`src/rtl/asr_pkg.sv`:
```
package asr_pkg;
  localparam logic [1:0] FMT_RJ  = 2'd0;
  localparam logic [1:0] FMT_LJ  = 2'd1;
  localparam logic [1:0] FMT_I2S = 2'd2;
  localparam logic [1:0] LEN_16  = 2'd0;
  localparam logic [1:0] LEN_20  = 2'd1;
  localparam logic [1:0] LEN_24  = 2'd2;

  typedef struct packed {
    logic [1:0] fmt;
    logic [1:0] len;
    logic       wide;
  } cfg_t;

  function automatic logic [4:0] len_bits(logic [1:0] len);
    case (len)
      LEN_16:  return 5'd16;
      LEN_20:  return 5'd20;
      default: return 5'd24;
    endcase
  endfunction

  function automatic logic cfg_ok(cfg_t c);
    return (c.fmt != 2'd3) && (c.len != 2'd3) && !(c.fmt == FMT_LJ && c.len == LEN_16);
  endfunction

  // word-select level that marks the left slot
  function automatic logic left_level(logic [1:0] fmt);
    return (fmt == FMT_I2S) ? 1'b0 : 1'b1;
  endfunction
endpackage

```
`src/rtl/asr_frame_track.sv`:
```
module asr_frame_track import asr_pkg::*; #(
  parameter int CNT_W = 6
) (
  input  logic             clk_i,
  input  logic             rst_ni,
  input  logic             ws_i,
  input  cfg_t             cfg_in_i,
  output logic             ws_edge_o,
  output logic             frame_start_o,
  output logic             ws_q_o,
  output cfg_t             cfg_old_o,
  output cfg_t             cfg_new_o,
  output logic             synced_old_o,
  output logic             synced_new_o,
  output logic [CNT_W-1:0] pos_o,
  output logic [CNT_W:0]   prev_bits_o
);
  localparam logic [CNT_W-1:0] CNT_MAX = '1;
  localparam cfg_t CFG_RST = '{fmt: FMT_RJ, len: LEN_24, wide: 1'b0};

  logic             ws_q, synced_q;
  logic [CNT_W-1:0] cnt_q;
  cfg_t             cfg_q;

  assign ws_edge_o     = ws_i ^ ws_q;
  assign frame_start_o = ws_edge_o && (ws_i == left_level(cfg_in_i.fmt));
  assign ws_q_o        = ws_q;
  assign cfg_old_o     = cfg_q;
  assign cfg_new_o     = frame_start_o ? cfg_in_i : cfg_q;
  assign synced_old_o  = synced_q;
  assign synced_new_o  = synced_q | frame_start_o;
  assign prev_bits_o   = {1'b0, cnt_q} + 1'b1;

  always_comb begin
    if (ws_edge_o)              pos_o = '0;
    else if (cnt_q == CNT_MAX)  pos_o = cnt_q;
    else                        pos_o = cnt_q + 1'b1;
  end

  always_ff @(posedge clk_i or negedge rst_ni) begin
    if (!rst_ni) begin
      ws_q     <= 1'b0;
      synced_q <= 1'b0;
      cnt_q    <= '0;
      cfg_q    <= CFG_RST;
    end else begin
      ws_q  <= ws_i;
      cnt_q <= pos_o;
      if (frame_start_o) begin
        cfg_q    <= cfg_in_i;
        synced_q <= 1'b1;
      end
    end
  end
endmodule

```
`src/rtl/asr_shift_lane.sv`:
```
module asr_shift_lane #(
  parameter int DW = 24
) (
  input  logic          clk_i,
  input  logic          rst_ni,
  input  logic          sd_i,
  input  logic          shift_en_i,
  output logic [DW-1:0] held_o,
  output logic [DW-1:0] next_o
);
  logic [DW-1:0] sr_q;

  assign held_o = sr_q;
  assign next_o = {sr_q[DW-2:0], sd_i};

  always_ff @(posedge clk_i or negedge rst_ni) begin
    if (!rst_ni)         sr_q <= '0;
    else if (shift_en_i) sr_q <= next_o;
  end
endmodule

```
`src/rtl/asr_pair_out.sv`:
```
module asr_pair_out #(
  parameter int DW = 24
) (
  input  logic          clk_i,
  input  logic          rst_ni,
  input  logic          cap_i,
  input  logic          cap_left_i,
  input  logic          cap_wide_i,
  input  logic [DW-1:0] w0_i,
  input  logic [DW-1:0] w1_i,
  output logic [DW-1:0] left_o,
  output logic [DW-1:0] right_o,
  output logic          valid_o
);
  logic          pend_q;
  logic [DW-1:0] lhold_q;

  always_ff @(posedge clk_i or negedge rst_ni) begin
    if (!rst_ni) begin
      pend_q  <= 1'b0;
      lhold_q <= '0;
      left_o  <= '0;
      right_o <= '0;
      valid_o <= 1'b0;
    end else begin
      valid_o <= 1'b0;
      if (cap_i) begin
        if (cap_wide_i) begin
          left_o  <= w0_i;
          right_o <= w1_i;
          valid_o <= 1'b1;
          pend_q  <= 1'b0;
        end else if (cap_left_i) begin
          lhold_q <= w0_i;
          pend_q  <= 1'b1;
        end else if (pend_q) begin
          left_o  <= lhold_q;
          right_o <= w0_i;
          valid_o <= 1'b1;
          pend_q  <= 1'b0;
        end
      end
    end
  end
endmodule

```
`src/rtl/audio_serial_rx.sv`:
```
module audio_serial_rx import asr_pkg::*; #(
  parameter int DW    = 24,
  parameter int CNT_W = 6
) (
  input  logic          clk_i,
  input  logic          rst_ni,
  input  logic          ws_i,
  input  logic          sd_i,
  input  logic          sd_r_i,
  input  logic [1:0]    fmt_i,
  input  logic [1:0]    wlen_i,
  input  logic          wide_i,
  output logic [DW-1:0] left_o,
  output logic [DW-1:0] right_o,
  output logic          valid_o
);
  localparam int NLANE = 2;
  localparam int PW    = CNT_W + 1;

  function automatic logic [DW-1:0] align_word(logic [DW-1:0] w, logic [4:0] len);
    return w << (DW - int'(len));
  endfunction

  cfg_t             cfg_in, cfg_old, cfg_new;
  logic             ws_edge, frame_start, ws_q, synced_old, synced_new;
  logic [CNT_W-1:0] pos, off, rel;
  logic [CNT_W:0]   prev_bits;
  logic [1:0]       act_fmt, act_len;
  logic [4:0]       old_len, new_len;
  logic             start_fmt, in_win, shift_en, rj_end, sa_done, cap, cap_left, cap_wide;
  logic [NLANE-1:0] sd_lane;
  logic [DW-1:0]    held [NLANE];
  logic [DW-1:0]    nxt  [NLANE];
  logic [DW-1:0]    word [NLANE];

  assign cfg_in = '{fmt: fmt_i, len: wlen_i, wide: wide_i};

  asr_frame_track #(.CNT_W(CNT_W)) u_track (
    .clk_i        (clk_i),
    .rst_ni       (rst_ni),
    .ws_i         (ws_i),
    .cfg_in_i     (cfg_in),
    .ws_edge_o    (ws_edge),
    .frame_start_o(frame_start),
    .ws_q_o       (ws_q),
    .cfg_old_o    (cfg_old),
    .cfg_new_o    (cfg_new),
    .synced_old_o (synced_old),
    .synced_new_o (synced_new),
    .pos_o        (pos),
    .prev_bits_o  (prev_bits)
  );

  assign act_fmt = cfg_old.fmt;
  assign act_len = cfg_old.len;
  assign old_len = len_bits(act_len);
  assign new_len = len_bits(cfg_new.len);

  // start-aligned window (left-justified / I2S)
  assign start_fmt = (cfg_new.fmt == FMT_LJ) || (cfg_new.fmt == FMT_I2S);
  assign off       = (cfg_new.fmt == FMT_I2S) ? CNT_W'(1) : '0;
  assign rel       = pos - off;
  assign in_win    = start_fmt && (pos >= off) && (rel < CNT_W'(new_len));
  assign shift_en  = (cfg_new.fmt == FMT_RJ) || in_win;

  // right-justified: word closes on the ws edge, judged with the frame's own settings
  assign rj_end  = ws_edge && synced_old && (act_fmt == FMT_RJ) && cfg_ok(cfg_old)
                && (prev_bits >= PW'(old_len));
  assign sa_done = in_win && (rel == CNT_W'(new_len - 5'd1)) && synced_new && cfg_ok(cfg_new);

  assign cap      = rj_end | sa_done;
  assign cap_left = rj_end ? (ws_q == left_level(act_fmt)) : (ws_i == left_level(cfg_new.fmt));
  assign cap_wide = rj_end ? cfg_old.wide : cfg_new.wide;

  assign sd_lane = {sd_r_i, sd_i};

  for (genvar g = 0; g < NLANE; g++) begin : g_lane
    asr_shift_lane #(.DW(DW)) u_lane (
      .clk_i     (clk_i),
      .rst_ni    (rst_ni),
      .sd_i      (sd_lane[g]),
      .shift_en_i(shift_en),
      .held_o    (held[g]),
      .next_o    (nxt[g])
    );
    assign word[g] = rj_end ? align_word(held[g], old_len) : align_word(nxt[g], new_len);
  end

  asr_pair_out #(.DW(DW)) u_out (
    .clk_i     (clk_i),
    .rst_ni    (rst_ni),
    .cap_i     (cap),
    .cap_left_i(cap_left),
    .cap_wide_i(cap_wide),
    .w0_i      (word[0]),
    .w1_i      (word[1]),
    .left_o    (left_o),
    .right_o   (right_o),
    .valid_o   (valid_o)
  );
endmodule

```
`config.mk`:
```
export PLATFORM = sky130hd
export DESIGN_NAME = audio_serial_rx
export DESIGN_NICKNAME = d
export VERILOG_FILES = /design/src/rtl/asr_pkg.sv /design/src/rtl/asr_frame_track.sv /design/src/rtl/asr_shift_lane.sv /design/src/rtl/asr_pair_out.sv /design/src/rtl/audio_serial_rx.sv
export SDC_FILE = /design/constraint.sdc
export NUM_CORES = 1
export LEC_CHECK = 0
export ABC_CLOCK_PERIOD_IN_PS = 5220
export BUFFER_PORTS_ARGS = -buffer_cell sky130_fd_sc_hd__buf_2
export CORE_MARGIN = 2
export CORE_UTILIZATION = 40
export DETAILED_ROUTE_END_ITERATION = 8
export GPL_ROUTABILITY_DRIVEN = 0
export PLACE_DENSITY = 0.64
export SLEW_MARGIN = 20
export SYNTH_ARGS = -nofsm -noshare
export SYNTH_HDL_FRONTEND = slang
export SYNTH_SLANG_ARGS = --single-unit
```
`constraint.sdc`:
```
create_clock -name clk_i -period 5.22 [get_ports clk_i]
set_input_delay 0.522 -clock clk_i [delete_from_list [all_inputs] [get_ports clk_i]]
set_output_delay 0.522 -clock clk_i [all_outputs]
set_load 0.03 [all_outputs]
```
==> results.yml, run 1 <==
detailed_routing:
  routed_wl_mm: 19.2
  antenna_left: 0
  wire_per_inst_um: 17.6
  firstDrtPassIters: 4
  drt-initial-drc-count: 274
  drc: 0
  vias: 5958
  viasPerCell: 5.46
floorplanning:
  initial_core_util: 0.405
  core-area_um2: 20800
  die_y_um: 149
  die_width_um: 149
  rows: 53
  ios: 59
  fp.dieArea_um2: 22200
run_status:
  status: "finished, final reports clean"
sta:
  finalCritPeriodShare: 0.898
  rsz0062_at_grt: "no"
  hold_viol_final: 0
  worst_slew_pin_slew_ns: 0.989
  fin_crit_ns: 4.69
  fin_skew_ns: 0.00944
  fmax_ghz: 0.213
  relSlewSlack: 0.332
  finalMaxSlewViolations: 0
  fin_ws_ns: 0.530
  finalSetupViolations: 0
  tns_ns: 0
setup_path:
  end_kind: "flip-flop"
  setup.worst_path.start_class: "flip-flop"
  cp_max_fo: 49
  criticalPathCategory: "reg -> reg"
  crit_chain: "and4bb_1 > a21oi_2 > mux2_2 > inv_1 > ha_1 > ha_1 > ha_1 > xnor2_1 > ha_1 > nor4_1 > nand2_1 > nor4b_1 > nor2_1 > a2111oi_4 > buf_12 > mux2_2"
  max_stage_delay_ns: 0.48
  worstPathArrival_ns: 4.99
  critPathSlowestCell: "dfrtp_1"
  reg2reg_slack_ns: 0.53
  worst_ep_required_time_ns: 5.52
  cpMostUsedCell: "ha_1"
synthesis:
  netlist-cell-type-count: 60
  synth_ff_type: "dfrtp_1"
  syn_area_um2: 8430
  synth_nets: 793
  synth_edf_count: 0
  avgSynthCellArea_um2: 10.9
  syn_inst: 771
  synth_warnings: 0
  synth_seq_cells: 135
  ys_seq_area_frac: 0.401
  synthArstFlopShare: 1.00
clocking:
  cts_tree: "done"
  cts_hold_buffers: 0
  cts_buffers: 17
  cts_root_buf: "clkbuf_16"
  cts_buffer_depth: 2
  post-cts-setup-buffers: 0
  cts_sinks: 135
  cts_resized: 0
  clk_latency_ns: 0.42
  cts-htree-levels: 4
  clkTransAtPathRegs_ns: 0.06
power:
  ir_drop_mv: 0.247
  cellPowerDensity_nw_per_um2: 485
  p_leak_nw: 4.49
place:
  pre_cts_ws_ns: 0.308
  dpl-instance-area_um2: 8960
  dp.final_hpwl_mm: 12.4
  io_buffers: 58
layout:
  drive_above_1_share: 0.376
  area_growth_pct: 13.7
  num-fill-cells: 1961
  utilization: 0.460
  nets: 826
  antennaDiodeCount: 0
  design_area_um2: 9580
grt:
  antenna_found_initial: 0
  grt_usage: 0.181
  grt_max_degree: 99
  grt_pass1_wl_mm: 31.8
  grt-ovfl-total: 0
  grt_pass1_vias: 5784
flow_run:
  maxCapViolations: 0
worst_hold_path:
  hold_path_class: "in -> async"
## placed cells by master, fill, tap and decap left out, types with 11 or more instances in the layout
master,count
dfrtp_1,133
clkbuf_16,17
buf_2,57
mux2i_1,83
o21ai_0,66
a21oi_1,15
nand2_1,87
nor2_1,11
ha_1,12
mux2_2,195
## report_power, final
| part | total (mW) | switching [mW] | internal [mW] |
|---|---|---|---|
| sequential | 1.68 | 0.408 | 1.27 |
| clock | 1.27 | 0.483 | 0.783 |
| combinational | 1.70 | 0.815 | 0.884 |
## metal layers
metal  part of all wire  vias to the layer above  track usage
li1                   -                     2860            -
met1               0.48                     2972        0.255
met2               0.46                       98        0.275
met3              0.036                       28       0.0394
met4              0.021                        0       0.0619
met5                  0                        -            0
## critical path: cells and delay by family, from the launching register on
family | cells | cell delay, ns
AND/OR/NAND/NOR | 5 | 1.07
AO/OA/AOI/OAI | 2 | 0.60
adder cells (fa/ha/maj) | 4 | 1.03
buffers and inverters | 2 | 0.38
XOR/XNOR | 1 | 0.15
flip-flops | 1 | 0.48
multiplexers | 2 | 0.79
## area by class of cell
class,instances,area [um2],area share
Clock buffer,19,453,0.0473
Clock inverter,13,169,0.0176
Inverter,10,37.5,0.00392
Multi-Input combinational cell,571,4790,0.500
Sequential cell,135,3380,0.353
Tap cell,275,344,0.0359
Timing Repair Buffer,69,404,0.0422
## state kept, by name, indices dropped and copies added (netlist names)
| signal | flops |
|---|---|
| g_lane.u_lane.held_o | 48 |
| u_out.right_o | 24 |
| u_track.cnt_q | 6 |
| u_out.left_o | 24 |
| u_out.valid_o | 1 |
| u_out.lhold_q | 24 |
| u_out.pend_q | 1 |
| u_track.cfg_old_o | 5 |
| u_track.ws_q_o | 1 |
| u_track.synced_old_o | 1 |
## cells by family (layout without fill, tap and decap cells)
group	after synthesis	after routing	synth area share
muxes	288	288	0.372
and+or+nand+nor	147	147	0.0823
DFF	135	135	0.401
AOI/OAI and AO/OA	116	116	0.0834
buffers and inverters	65	111	0.0339
adders and majority gates	12	12	0.0178
xor gates and xnor gates	8	8	0.00921
## synth_stat cells, types with 2 or more instances
cell type	instances	area, um2
nor3_1	4	20.0
and3_1	9	56.3
a22oi_1	8	60.1
or4b_1	2	20.0
and2_1	3	18.8
o21ai_0	66	330
clkbuf_1	39	146
buf_1	2	7.51
nand4_1	2	12.5
o21ai_1	2	10.0
buf_2	9	45.0
nand2b_1	5	31.3
mux2i_1	84	841
inv_1	9	33.8
dfrtp_1	134	3350
xor2_1	2	17.5
a21o_1	3	22.5
a211oi_1	2	15.0
a21oi_1	15	75.1
nor2_1	11	41.3
nor2b_1	6	37.5
nand2_1	87	327
nand3_1	4	20.0
ha_1	12	150
mux2_1	9	101
a21boi_0	3	22.5
and3b_1	2	17.5
nor4_1	4	25.0
xnor2_1	5	43.8
buf_4	3	22.5
a31oi_1	2	12.5
mux2_2	195	2200
## final timing paths
check | startpoint | endpoint | depth (start not counted)
setup / recovery | u_track.ws_q_o | u_out.right_o[21] | 16
hold / removal | rst_ni | u_out.left_o[1] | 1
setup reg to reg | u_track.ws_q_o | u_out.right_o[21] | 16
hold reg to reg | u_out.right_o[0] | u_out.right_o[0] | 1
max in group asynchronous | rst_ni | u_track.cfg_old_o[1] | 2
min in group clk_i | ws_i | u_track.ws_q_o | 1
## per-stage QoR
stage / hold WS, ns / power [mW] / cells
finish: 0.199 / 4.65 / 1092
global route: 0.279 / 4.95 / 1092
CTS: 0.235 / 4.68 / 1092
floorplan: 0.226 / 2.89 / 771
detailed placement: 0.474 / 3.40 / 1060
global placement: 0.465 / 3.37 / 1060
(Power assumes the default switching activity.)
==> run 2, diff against run 1 <==
--- a/config.mk
+++ b/config.mk
@@ -11,7 +11,7 @@
 export CORE_UTILIZATION = 40
 export DETAILED_ROUTE_END_ITERATION = 8
 export GPL_ROUTABILITY_DRIVEN = 0
-export PLACE_DENSITY = 0.64
+export PLACE_DENSITY = 0.69
 export SLEW_MARGIN = 20
 export SYNTH_ARGS = -nofsm -noshare
 export SYNTH_HDL_FRONTEND = slang
==> results.yml, run 2 (same netlist as run 1, synthesis figures left out) <==
floorplanning:
  fp.dieArea_um2: 22200
  rows: 53
  ios: 59
  core-area_um2: 20800
  initial_core_util: 0.405
  die_y_um: 149
  die_width_um: 149
detailed_routing:
  drc: 0
  antenna_left: 0
  firstDrtPassIters: 7
  top_layer: "met4"
  vias: 5992
  met1_length_mm: 9.39
  wl_met3_um: 764
  routed-wl-met2_mm: 9.00
  drt-initial-drc-count: 423
  viasPerCell: 5.48
  routed_wl_mm: 19.6
  wire_per_inst_um: 17.9
grt:
  antenna_found_initial: 0
  grt-ovfl-total: 0
  grt_pass1_wl_mm: 32.2
  grt_pass1_vias: 6013
  grt_max_degree: 89
  grt_usage: 0.183
clocking:
  cts_resized: 0
  cts_tree: "done"
  clk_latency_ns: 0.43
  clkTransAtPathRegs_ns: 0.06
  cts_sinks: 135
  post-cts-setup-buffers: 0
  cts_root_buf: "clkbuf_16"
  cts-htree-levels: 4
  cts_buffer_depth: 2
  cts_hold_buffers: 0
  cts_buffers: 17
setup_path:
  end_kind: "flip-flop"
  cp_max_fo: 49
  ff2ff_path_depth: 16
  rr_endpoint: "u_out.left_o[23]"
  criticalPathCategory: "reg -> reg"
  worstPathArrival_ns: 4.98
  cpMostUsedCell: "ha_1"
  reg2reg_from: "u_track.ws_q_o"
  worst_ep_required_time_ns: 5.53
  crit_chain: "and4bb_1 > a21oi_2 > mux2_2 > inv_1 > ha_1 > ha_1 > ha_1 > xnor2_1 > ha_1 > nor4_1 > nand2_1 > nor4b_1 > nor2_1 > a2111oi_4 > buf_12 > mux2_2"
  critPathSlowestCell: "dfrtp_1"
  reg2reg_slack_ns: 0.55
  setup.worst_path.start_class: "flip-flop"
  max_stage_delay_ns: 0.48
sta:
  tns_ns: 0
  finalMaxSlewViolations: 0
  worst_slew_pin_slew_ns: 0.945
  fin_crit_ns: 4.67
  fin_skew_ns: 0.00782
  finalCritPeriodShare: 0.894
  finalSetupViolations: 0
  hold_viol_final: 0
  rsz0062_at_grt: "no"
  fmax_ghz: 0.214
  relSlewSlack: 0.362
layout:
  multi_input_area_um2: 4790
  design_area_um2: 9560
  seqCellArea_um2: 3380
  layout_common_cells: "mux2_2 (195), dfrtp_1 (133), nand2_1 (87)"
  mostFrequentLayoutCell: "mux2_2"
  area_growth_pct: 13.4
  antennaDiodeCount: 0
  nets: 827
  largest_reg_flops: 48
  utilization: 0.459
  num-fill-cells: 1973
  drive_above_1_share: 0.375
power:
  p_seq_frac: 0.366
  clkPwrFrac: 0.259
  swShare: 0.382
  intPower_mw: 2.84
  combPwrFrac: 0.374
  ir_drop_mv: 0.264
  power_mw: 4.60
  p_leak_nw: 4.49
  p_sw_mw: 1.76
  cellPowerDensity_nw_per_um2: 481
place:
  dp.final_hpwl_mm: 12.6
  dpl-instance-area_um2: 8980
  io_buffers: 58
flow_run:
  maxCapViolations: 0
run_status:
  status: "finished, final reports clean"
worst_hold_path:
  hold_path_class: "in -> async"
## run 2: how the worst max path moves through the flow
stage | start | to | slack [ns] | cells after the start
after CTS | u_track.ws_q_o | u_out.left_o[0] | 0.51 | 16
after detailed placement | ws_i | u_out.left_o[0] | 0.34 | 17
after floorplan | ws_i | u_out.left_o[21] | 0.76 | 16
after global placement | ws_i | u_out.right_o[19] | 0.41 | 17
final | u_track.ws_q_o | u_out.left_o[23] | 0.55 | 16
after global routing | u_track.ws_q_o | u_out.right_o[5] | 0.20 | 16
## run 2: cell type report
| class | instances | area share |
|---|---|---|
| clock buffers | 19 | 0.0464 |
| clock inverters | 13 | 0.0141 |
| inverters | 10 | 0.00393 |
| multi-input cells | 571 | 0.501 |
| flip-flops and latches | 135 | 0.354 |
| well taps | 275 | 0.0360 |
| repair buffers | 70 | 0.0444 |
## run 2: stage by stage
step	setup WS, ns	hold slack, ns	cells
final	0.554	0.139	1093
after global routing	0.204	0.197	1093
after detailed placement	0.343	0.474	1061
after CTS	0.514	0.183	1093
after floorplan	0.760	0.226	771
after global placement	0.413	0.465	1061
## run 2: power by group through the flow
stage / clock network [mW] / logic [mW] / registers, mW
after floorplan: 0 / 1.33 / 1.56
after global routing: 1.26 / 1.90 / 1.73
after CTS: 1.21 / 1.73 / 1.68
after global placement: 0 / 1.68 / 1.69
after detailed placement: 0 / 1.72 / 1.70
final: 1.19 / 1.72 / 1.69
## run 2: critical path: cells and delay by family, from the launching register on
kind | cells | cell delay [ns]
buffers and inverters | 2 | 0.38
AOI/OAI and AO/OA | 2 | 0.59
DFF | 1 | 0.48
adders and majority gates | 4 | 1.04
and+or+nand+nor | 5 | 1.07
muxes | 2 | 0.79
xor gates and xnor gates | 1 | 0.15
## run 2: per-layer routing
metal	track usage	vias up
li1	-	2854
met2	0.281	134
met4	0.0686	0
met3	0.0391	30
met1	0.253	2974
met5	0	-
==> run 3, diff against run 2 <==
--- a/config.mk
+++ b/config.mk
@@ -15,4 +15,5 @@
 export SLEW_MARGIN = 20
 export SYNTH_ARGS = -nofsm -noshare
 export SYNTH_HDL_FRONTEND = slang
+export SYNTH_HIERARCHICAL = 1
 export SYNTH_SLANG_ARGS = --single-unit
==> results.yml, run 3 <==
run_status:
  status: "finished, final reports clean"
power:
  intPower_mw: 2.93
  clkPwrFrac: 0.261
  p_sw_mw: 1.73
  p_seq_frac: 0.366
  p_leak_nw: 4.44
  combPwrFrac: 0.373
  power_mw: 4.65
  swShare: 0.371
  ir_drop_mv: 0.285
  cellPowerDensity_nw_per_um2: 501
setup_path:
  setup.worst_path.start_class: "flip-flop"
  critPathSlowestCell: "dfrtp_1"
  rr_endpoint: "u_out/right_o[13]"
  reg2reg_slack_ns: 0.87
  worst_ep_required_time_ns: 5.53
  end_kind: "flip-flop"
  worstPathArrival_ns: 4.66
  crit_chain: "nand2b_1 > o21ai_4 > mux2_2 > inv_1 > ha_1 > ha_1 > nor3b_1 > xor2_1 > ha_1 > a21oi_1 > o21ai_0 > nor2_1 > a31o_2 > o21a_2 > buf_12 > mux2_2"
  ff2ff_path_depth: 16
  criticalPathCategory: "reg -> reg"
  max_stage_delay_ns: 0.45
  startpoint: "u_track/ws_q_o"
  cp_max_fo: 34
  reg2reg_from: "u_track/ws_q_o"
  cpMostUsedCell: "ha_1"
clocking:
  cts_sinks: 135
  cts_buffers: 17
  cts_hold_buffers: 0
  post-cts-setup-buffers: 0
  cts-htree-levels: 4
  cts_root_buf: "clkbuf_16"
  cts_tree: "done"
  cts_resized: 0
  cts_buffer_depth: 2
  clkTransAtPathRegs_ns: 0.06
  clk_latency_ns: 0.42
detailed_routing:
  firstDrtPassIters: 4
  vias: 5835
  viasPerCell: 5.48
  drt-initial-drc-count: 410
  drc: 0
  wire_per_inst_um: 17.4
  routed_wl_mm: 18.5
  antenna_left: 0
grt:
  grt-ovfl-total: 0
  grt_max_degree: 102
  grt_pass1_vias: 5766
  antenna_found_initial: 0
  grt_usage: 0.171
  grt_pass1_wl_mm: 30.8
layout:
  largest_reg_flops: 48
  mostFrequentLayoutCell: "dfrtp_1"
  nets: 792
  antennaDiodeCount: 0
  layout_common_cells: "dfrtp_1 (133), mux2_2 (112), mux2i_1 (64)"
  drive_above_1_share: 0.349
  area_growth_pct: 6.57
  num-fill-cells: 2043
sta:
  finalMaxSlewViolations: 0
  finalCritPeriodShare: 0.834
  tns_ns: 0
  rsz0062_at_grt: "no"
  relSlewSlack: 0.355
  hold_viol_final: 0
  fin_skew_ns: 0.00801
  worst_slew_pin_slew_ns: 0.967
  fmax_ghz: 0.230
  finalSetupViolations: 0
  fin_crit_ns: 4.35
synthesis:
  synth_top_area_frac: 0.384
  syn_area_um2: 8720
  yosysTopAreaCell: "dfrtp_1"
  synth_warnings: 6
  synth_nets: 811
  synthArstFlopShare: 1.00
  avgSynthCellArea_um2: 11.0
  synth_edf_count: 0
  syn_inst: 790
  ys_seq_area_frac: 0.387
  synthTopCellsByArea: "dfrtp_1 (38%), mux2_2 (14%), mux2_4 (8.6%)"
  synth.most_common_cell: "dfrtp_1"
  synth_seq_cells: 135
  netlist-cell-type-count: 50
  synth_ff_type: "dfrtp_1"
  synthTopCellsByCount: "dfrtp_1 (134), mux2_2 (112), mux2i_1 (64), mux2_4 (50), buf_4 (49)"
floorplanning:
  ios: 59
  die_y_um: 152
  initial_core_util: 0.404
  rows: 54
  die_width_um: 152
  fp.dieArea_um2: 23000
  core-area_um2: 21600
flow_run:
  maxCapViolations: 0
worst_hold_path:
  hold_path_class: "in -> async"
place:
  dp.final_hpwl_mm: 11.7
  io_buffers: 58
run 3: cell count changes in the layout (fill, tap and decap cells not counted), moves of 7 or more:
cell | previous run | this run
nand3_1 | 4 | 14
o21ai_0 | 66 | 46
and3_1 | 9 | 2
nand2_1 | 87 | 47
a221oi_1 | 0 | 8
mux2i_1 | 83 | 64
mux2_4 | 0 | 50
nor2_1 | 11 | 38
mux2_2 | 195 | 112
a21oi_1 | 15 | 44
o211ai_1 | 1 | 32
run 3: logic make-up (layout without fill, tap and decap cells):
group | after synthesis | count (layout) | synth area share
adder cells (fa/ha/maj) | 11 | 11 | 0.0158
AND/OR/NAND/NOR | 129 | 129 | 0.0691
XOR/XNOR | 10 | 10 | 0.0100
flip-flops | 135 | 135 | 0.387
multiplexers | 237 | 237 | 0.318
AO/OA/AOI/OAI | 151 | 151 | 0.107
buffers and inverters | 117 | 111 | 0.0925
run 3: routing by layer:
metal  up-vias  track usage  share of wire
met2       131        0.266           0.46
met1      2920        0.241           0.49
met4         0       0.0537          0.015
li1       2758            -              -
met5         -            0              0
met3        26       0.0314          0.035
run 3: power groups by stage:
stage	Combinational (mW)	Clock [mW]	Sequential, mW
after floorplan	1.72	0	1.57
after global routing	1.90	1.28	1.75
final	1.74	1.22	1.70
after detailed placement	1.73	0	1.71
after global placement	1.70	0	1.71
after CTS	1.74	1.24	1.70
run 3: worst max path at each step:
| stage | slack [ns] | cells after the start | endpoint |
|---|---|---|---|
| floorplan | 1.42 | 17 | u_out/left_o[0] |
| global placement | 0.80 | 17 | u_out/left_o[14] |
| detailed placement | 0.68 | 17 | u_out/right_o[23] |
| CTS | 0.84 | 10 | u_out/lhold_q[1] |
| global route | 0.47 | 16 | u_out/left_o[14] |
| finish | 0.87 | 16 | u_out/right_o[13] |
run 3: area by class of cell:
class                           instances  area [um2]  area share
Sequential cell                       135        3380       0.364
Clock inverter                         13         144      0.0155
Tap cell                              280         350      0.0377
Timing Repair Buffer                   66         382      0.0410
Inverter                               13        48.8     0.00525
Clock buffer                           19         453      0.0487
Multi-Input combinational cell        538        4540       0.488
run 3: worst max-delay path: cells and delay by family (launching register included):
family,cells,cell delay [ns]
multiplexers,2,0.77
AO/OA/AOI/OAI,5,1.09
AND/OR/NAND/NOR,3,0.58
adder cells (fa/ha/maj),3,0.68
XOR/XNOR,1,0.27
flip-flops,1,0.45
buffers and inverters,2,0.38
run 3: per-stage QoR:
| stage | utilization | std cells | worst slack (ns) | hold WS (ns) | cell area, um2 |
|---|---|---|---|---|---|
| 5_1_grt | 0.430 | 1064 | 0.466 | 0.249 | 9300 |
| 6_report | 0.430 | 1064 | 0.867 | 0.163 | 9300 |
| 4_1_cts | 0.430 | 1064 | 0.836 | 0.244 | 9300 |
| 2_1_floorplan | - | 790 | 1.42 | 0.226 | 8720 |
| 3_3_place_gp | 0.402 | 1032 | 0.798 | 0.480 | 8700 |
| 3_5_place_dp | 0.402 | 1032 | 0.683 | 0.488 | 8700 |
